File: config.mk
export PLATFORM = sky130hd
export DESIGN_NAME = uart_rxq_irq
export DESIGN_NICKNAME = d
export VERILOG_FILES = /design/src/rtl/rxq_pkg.sv /design/src/rtl/rxq_store.sv /design/src/rtl/rxq_timeout.sv /design/src/rtl/rxq_idcode.sv /design/src/rtl/uart_rxq_irq.sv
export SDC_FILE = /design/constraint.sdc
export NUM_CORES = 1
export LEC_CHECK = 0
export ABC_AREA = 1
export BUFFER_PORTS_ARGS = -buffer_cell sky130_fd_sc_hd__buf_2
export CAP_MARGIN = 20
export CORE_ASPECT_RATIO = 1.5
export CORE_UTILIZATION = 55
export CTS_CLUSTER_SIZE = 14
export DETAILED_ROUTE_END_ITERATION = 8
export GPL_ROUTABILITY_DRIVEN = 0
export PLACE_DENSITY = 0.73
export SETUP_SLACK_MARGIN = 0.1
export SLEW_MARGIN = 30
export SYNTH_ARGS = -nofsm -noshare
export SYNTH_HDL_FRONTEND = slang
export SYNTH_SLANG_ARGS = --single-unit
File: constraint.sdc
create_clock -name clk -period 5.8 [get_ports clk]
set_clock_uncertainty 0.1 [all_clocks]
set_input_delay 0.29 -clock clk [delete_from_list [all_inputs] [get_ports clk]]
set_output_delay 0.29 -clock clk [all_outputs]
set_load 0.005 [all_outputs]
File: src/rtl/rxq_pkg.sv
package rxq_pkg;

  typedef struct packed {
    logic       brk;
    logic       ferr;
    logic       perr;
    logic [7:0] data;
  } rx_ent_t;

  typedef enum logic [3:0] {
    ID_NONE = 4'b0001,
    ID_LINE = 4'b0110,
    ID_RDA  = 4'b0100,
    ID_TMO  = 4'b1100,
    ID_THRE = 4'b0010,
    ID_MDM  = 4'b0000
  } iid_e;

  // Data-available threshold in entries.
  function automatic int trig_level(input logic [1:0] sel);
    case (sel)
      2'b00:   return 1;
      2'b01:   return 4;
      2'b10:   return 8;
      default: return 14;
    endcase
  endfunction

  // Timeout length in bit times: four per data bit plus twelve.
  function automatic int tmo_bits(input logic [1:0] wsel);
    return 4 * (5 + int'(wsel)) + 12;
  endfunction

endpackage

File: src/rtl/rxq_store.sv
module rxq_store
  import rxq_pkg::*;
#(
  parameter int DEPTH = 16,
  localparam int AW = $clog2(DEPTH),
  localparam int CW = AW + 1
) (
  input  logic          clk,
  input  logic          rst_n,
  input  logic          clr,
  input  logic          push,
  input  logic          pop,
  input  logic [CW-1:0] cap,
  input  rx_ent_t       wdata,
  output rx_ent_t       rdata,
  output logic [CW-1:0] occ,
  output logic          push_ok,
  output logic          ovr_evt
);

  rx_ent_t       mem [DEPTH];
  logic [AW-1:0] wp, rp;
  logic          pop_ok, full;

  function automatic logic [AW-1:0] nxt(input logic [AW-1:0] p);
    return (p == AW'(DEPTH - 1)) ? '0 : p + AW'(1);
  endfunction

  assign full    = (occ >= cap);
  assign pop_ok  = pop && (occ != '0) && !clr;
  assign push_ok = push && !clr && (!full || pop_ok);
  assign ovr_evt = push && !clr && full && !pop_ok;
  assign rdata   = mem[rp];

  always_ff @(posedge clk) begin
    if (push_ok) mem[wp] <= wdata;
  end

  always_ff @(posedge clk or negedge rst_n) begin
    if (!rst_n) begin
      wp  <= '0;
      rp  <= '0;
      occ <= '0;
    end else if (clr) begin
      wp  <= '0;
      rp  <= '0;
      occ <= '0;
    end else begin
      if (push_ok) wp <= nxt(wp);
      if (pop_ok)  rp <= nxt(rp);
      unique case ({push_ok, pop_ok})
        2'b10:   occ <= occ + CW'(1);
        2'b01:   occ <= occ - CW'(1);
        default: occ <= occ;
      endcase
    end
  end

endmodule

File: src/rtl/rxq_timeout.sv
module rxq_timeout #(
  parameter int LW = 6
) (
  input  logic          clk,
  input  logic          rst_n,
  input  logic          tick,
  input  logic          restart,
  input  logic          armed,
  input  logic [LW-1:0] limit,
  output logic          pend
);

  logic [LW-1:0] cnt;

  always_ff @(posedge clk or negedge rst_n) begin
    if (!rst_n)                       cnt <= '0;
    else if (restart || !armed)       cnt <= '0;
    else if (tick && (cnt != limit))  cnt <= cnt + LW'(1);
  end

  assign pend = armed && (cnt == limit);

endmodule

File: src/rtl/rxq_idcode.sv
module rxq_idcode
  import rxq_pkg::*;
(
  input  logic       fifo_en,
  input  logic [3:0] ien,
  input  logic       ls,
  input  logic       rda,
  input  logic       tmo,
  input  logic       thre,
  input  logic       mdm,
  output logic [7:0] iid,
  output logic       irq
);

  iid_e code;

  // Later assignments take precedence: lowest priority first.
  always_comb begin
    code = ID_NONE;
    if (ien[3] && mdm)  code = ID_MDM;
    if (ien[1] && thre) code = ID_THRE;
    if (ien[0] && tmo)  code = ID_TMO;
    if (ien[0] && rda)  code = ID_RDA;
    if (ien[2] && ls)   code = ID_LINE;
  end

  assign iid = {fifo_en, fifo_en, 2'b00, code};
  assign irq = |(ien & {mdm, ls, thre, rda | tmo});

endmodule

File: src/rtl/uart_rxq_irq.sv
module uart_rxq_irq
  import rxq_pkg::*;
#(
  parameter int DEPTH = 16,
  parameter int LW    = 6
) (
  input  logic       clk,
  input  logic       rst_n,
  input  logic       rx_push,
  input  logic [7:0] rx_byte,
  input  logic       rx_perr,
  input  logic       rx_ferr,
  input  logic       rx_brk,
  input  logic       bit_tick,
  input  logic [1:0] wlen_sel,
  input  logic       fifo_en,
  input  logic [1:0] trig_sel,
  input  logic       rx_clr,
  input  logic [3:0] ien,
  input  logic       thr_empty,
  input  logic       mdm_pend,
  input  logic       rd_rbr,
  input  logic       rd_lsr,
  output logic [7:0] rd_data,
  output logic       head_perr,
  output logic       head_ferr,
  output logic       head_brk,
  output logic       data_ready,
  output logic       overrun,
  output logic       err_any,
  output logic [7:0] iid,
  output logic       irq
);

  localparam int CW = $clog2(DEPTH) + 1;

  rx_ent_t       wr_ent, hd_ent;
  logic [CW-1:0] occ, cap, trig;
  logic          push_ok, ovr_evt, err_evt;
  logic          rda_cond, tmo_cond, ls_cond;

  assign wr_ent = '{brk: rx_brk, ferr: rx_ferr, perr: rx_perr, data: rx_byte};
  assign cap    = fifo_en ? CW'(DEPTH) : CW'(1);
  assign trig   = fifo_en ? CW'(trig_level(trig_sel)) : CW'(1);

  rxq_store #(.DEPTH(DEPTH)) u_store (
    .clk    (clk),
    .rst_n  (rst_n),
    .clr    (rx_clr),
    .push   (rx_push),
    .pop    (rd_rbr),
    .cap    (cap),
    .wdata  (wr_ent),
    .rdata  (hd_ent),
    .occ    (occ),
    .push_ok(push_ok),
    .ovr_evt(ovr_evt)
  );

  assign data_ready = (occ != '0);
  assign rd_data    = hd_ent.data;
  assign head_perr  = data_ready && hd_ent.perr;
  assign head_ferr  = data_ready && hd_ent.ferr;
  assign head_brk   = data_ready && hd_ent.brk;
  assign rda_cond   = (occ >= trig);

  rxq_timeout #(.LW(LW)) u_tmo (
    .clk    (clk),
    .rst_n  (rst_n),
    .tick   (bit_tick),
    .restart(rx_push || rd_rbr || rx_clr),
    .armed  (fifo_en && data_ready),
    .limit  (LW'(tmo_bits(wlen_sel))),
    .pend   (tmo_cond)
  );

  assign err_evt = push_ok && (rx_perr || rx_ferr || rx_brk);

  always_ff @(posedge clk or negedge rst_n) begin
    if (!rst_n) begin
      overrun <= 1'b0;
      err_any <= 1'b0;
    end else begin
      if (ovr_evt)     overrun <= 1'b1;
      else if (rd_lsr) overrun <= 1'b0;
      if (err_evt)     err_any <= 1'b1;
      else if (rd_lsr) err_any <= 1'b0;
    end
  end

  assign ls_cond = overrun || err_any;

  rxq_idcode u_id (
    .fifo_en(fifo_en),
    .ien    (ien),
    .ls     (ls_cond),
    .rda    (rda_cond),
    .tmo    (tmo_cond),
    .thre   (thr_empty),
    .mdm    (mdm_pend),
    .iid    (iid),
    .irq    (irq)
  );

endmodule

==> impl_metrics.ini <==
[worst_setup_path]
critPathRequiredTime_ns = 5.41
crit_path_end = head_brk
arrival_ns = 2.87
critPathLaunch = u_store.rp[1]$_DFFE_PN0P_
reg2regPathDepth = 12
worst_setup_path_end_kind = output port
rr_endpoint = u_store.mem[13][6]$_DFFE_PP_
r2r_setup_slack_ns = 2.83
path_class = flop to output port
rr_startpoint = u_store.occ[0]$_DFFE_PN0P_
start_kind = flop
path_max_fanout = 20

[timing]
setup_viol = 0
min_period_ns = 3.26
rsz0062_at_grt = false
tns_ns = 0
tightest_slew_ns = 0.989
drv_slew = 0
setup_ws_ns = 2.54
fin_crit_sh_pct = 56.2
max_freq_ghz = 0.307
hold_viol = 0
slew_headroom_pct = 34.0

[finish]
antenna_cells = 0
final_nets = 850
layout_common_cells = 176 x edfxtp_1, 138 x nand2_1, 86 x nor2_1
drive_above_1_share_pct = 15.8
area_delta_synth_final_pct = 12.5
layout_commonest_cell = edfxtp_1

[floorplan]
coreArea_um2 = 15200
dieArea_um2 = 16200
die_w_um = 104
die_h_um = 155
std_cell_rows = 55
initial_core_util_pct = 56.6
ioPinCount = 52

[grt]
grt_overflow = 0
grt_max_degree = 98
grt_pass1_wl_mm = 31.9
grt_pass1_vias = 5959
grt_antenna_before_repair = 1
grt_usage_pct = 26.7

[clock_tree]
clk_path_buf_depth = 2
cts.clk_slew.worst_paths_ns = 0.07
numCtsBuffers = 17
root_buffer = clkbuf_16
cts.repair.resized = 0
clock_latency_ns = 0.43
cts_tree = yes
cts_setup_buffers = 0
clkSinkCount = 197
h-tree-depth = 4

[route]
wl_met2_mm = 10.9
drt-met1-wl_mm = 7.90
wl_met3_mm = 1.19
viasPerCell = 5.94
drt_drc_violations_left = 0
dr.pass1.iters = 5
drt-total-wl_mm = 20.7
final_antenna_net_count = 0
top_layer = met4
drt_iter0_drc = 501
wl_per_cell_um = 20.4
num_vias = 6039

[synth]
synthArstFlopShare_pct = 10.7
syn-cell-area_um2 = 8610
yosysSeqAreaShare_pct = 67.5
synth_enable_flop_cells = 176
ys_warn_count = 0
avgSynthCellArea_um2 = 11.4
synth.distinct_cells = 37
synth_cells = 754
synthFlopType = edfxtp_1
synth_seq_cells = 197

[min_path]
hold_class = primary input to flop

[power]
power.density_nw_per_um2 = 386
power_leakage_uw = 0.00367
ir_drop_uv = 240

[outcome]
status = finished clean

[place]
dp_slack_ns = 2.84
portBuffers = 49
dp_hpwl_mm = 13.1

[run]
drv_cap = 0
[flip-flops by register name (all words and copies together), names as in the netlist]
signal / cells
u_store.wp: 4
u_store.rp: 4
u_store.mem: 176
u_tmo.cnt: 6
u_store.occ: 5
err_any: 1
overrun: 1
[per-layer routing]
| layer | vias to the layer above | GRT usage, % |
|---|---|---|
| met2 | 279 | 47.9 |
| met3 | 51 | 4.61 |
| met4 | 0 | 12.0 |
| li1 | 2761 | - |
| met1 | 2948 | 31.3 |
| met5 | - | 0 |
[final cells by class]
type	instances	area, µm²
clock buffer	17	425
clock inverter	15	194
fill	1158	5520
inverter	42	163
multi-input combinational	480	2470
sequential	197	5810
tap	199	249
timing repair buffer	66	378
[logic make-up (layout without fill, tap and decap cells)]
kind of cell	Yosys count	in the layout	synth area share, %
compound gates	137	137	8.62
xor+xnor	7	7	0.712
fa+ha+maj	17	17	2.56
buf+inv	78	140	4.02
flops	197	197	67.5
mux	3	3	0.349
other cells	1	2	0.0435
simple gates	314	314	16.2
[timing repair]
item                                    in CTS  in global routing
hold buffers                                 2                  0
endpoints found under the setup margin       0                  0
hold endpoints to repair                    23                  0
[critical path: stages, from the launching register on]
cell     delay (ns)
dfrtp_1        0.78
nand2_1        0.69
a21oi_1        0.39
nor3_1         0.08
nand2_1        0.11
nand2_1        0.05
nor2_1         0.18
buf_2          0.15
[worst min path at each step]
stage / from / endpoint / cells past startpoint
final: rx_push / u_store.wp[2]$_DFFE_PN0P_ / 3
after global routing: rx_push / u_store.wp[2]$_DFFE_PN0P_ / 3
after CTS: rx_push / u_store.wp[2]$_DFFE_PN0P_ / 3
after detailed placement: rst_n / u_tmo.cnt[1]$_DFFE_PN0P_ / 1
after global placement: rst_n / u_tmo.cnt[0]$_DFFE_PN0P_ / 1
after floorplan: rst_n / err_any$_DFFE_PN0P_ / 0
[cells in the mapped netlist, types with 2 or more instances]
| library cell | number | area share, % |
|---|---|---|
| edfxtp_1 | 176 | 61 |
| nand2_1 | 138 | 6.0 |
| nor2_1 | 90 | 3.9 |
| o21ai_0 | 41 | 2.4 |
| nand3_1 | 38 | 2.2 |
| a21oi_1 | 35 | 2.0 |
| inv_1 | 33 | 1.4 |
| o21ai_1 | 31 | 1.8 |
| dfrtp_1 | 21 | 6.1 |
| nand4_1 | 19 | 1.4 |
| buf_2 | 18 | 1.0 |
| ha_1 | 16 | 2.3 |
| o22ai_1 | 14 | 1.0 |
| o211ai_1 | 13 | 1.1 |
| inv_2 | 8 | 0.35 |
| buf_4 | 7 | 0.61 |
| clkbuf_1 | 7 | 0.31 |
| nand2_2 | 7 | 0.51 |
| nor3_1 | 7 | 0.41 |
| buf_1 | 4 | 0.17 |
| xnor2_1 | 4 | 0.41 |
| mux2i_1 | 3 | 0.35 |
| nand3b_1 | 3 | 0.26 |
| xor2_1 | 3 | 0.31 |
| nand2_4 | 2 | 0.26 |
| nand3_2 | 2 | 0.23 |
| nand3_4 | 2 | 0.41 |
| nor2_2 | 2 | 0.15 |
| or2_2 | 2 | 0.15 |
[power breakdown]
part           internal [µW]  total, µW  switching [µW]  leakage, µW
Sequential              1580       1630            51.2      0.00187
Combinational            300        899             599      0.00150
Clock                    656       1210             551     0.000296
[per-stage QoR]
step           utilization, %  total power (µW)  hold slack, ns  cell area (µm²)  cells
2_1_floorplan               -              2260          -0.106             8620    755
3_5_place_dp             59.5              2560           0.175             9040    982
4_1_cts                  63.7              3740          0.0239             9680   1016
3_3_place_gp             59.5              2520           0.171             9040    982
6_report                 63.7              3740          0.0340             9690   1016
5_1_grt                  63.7              3900          0.0724             9690   1016
Note: power is estimated with default switching activity, not from simulation.
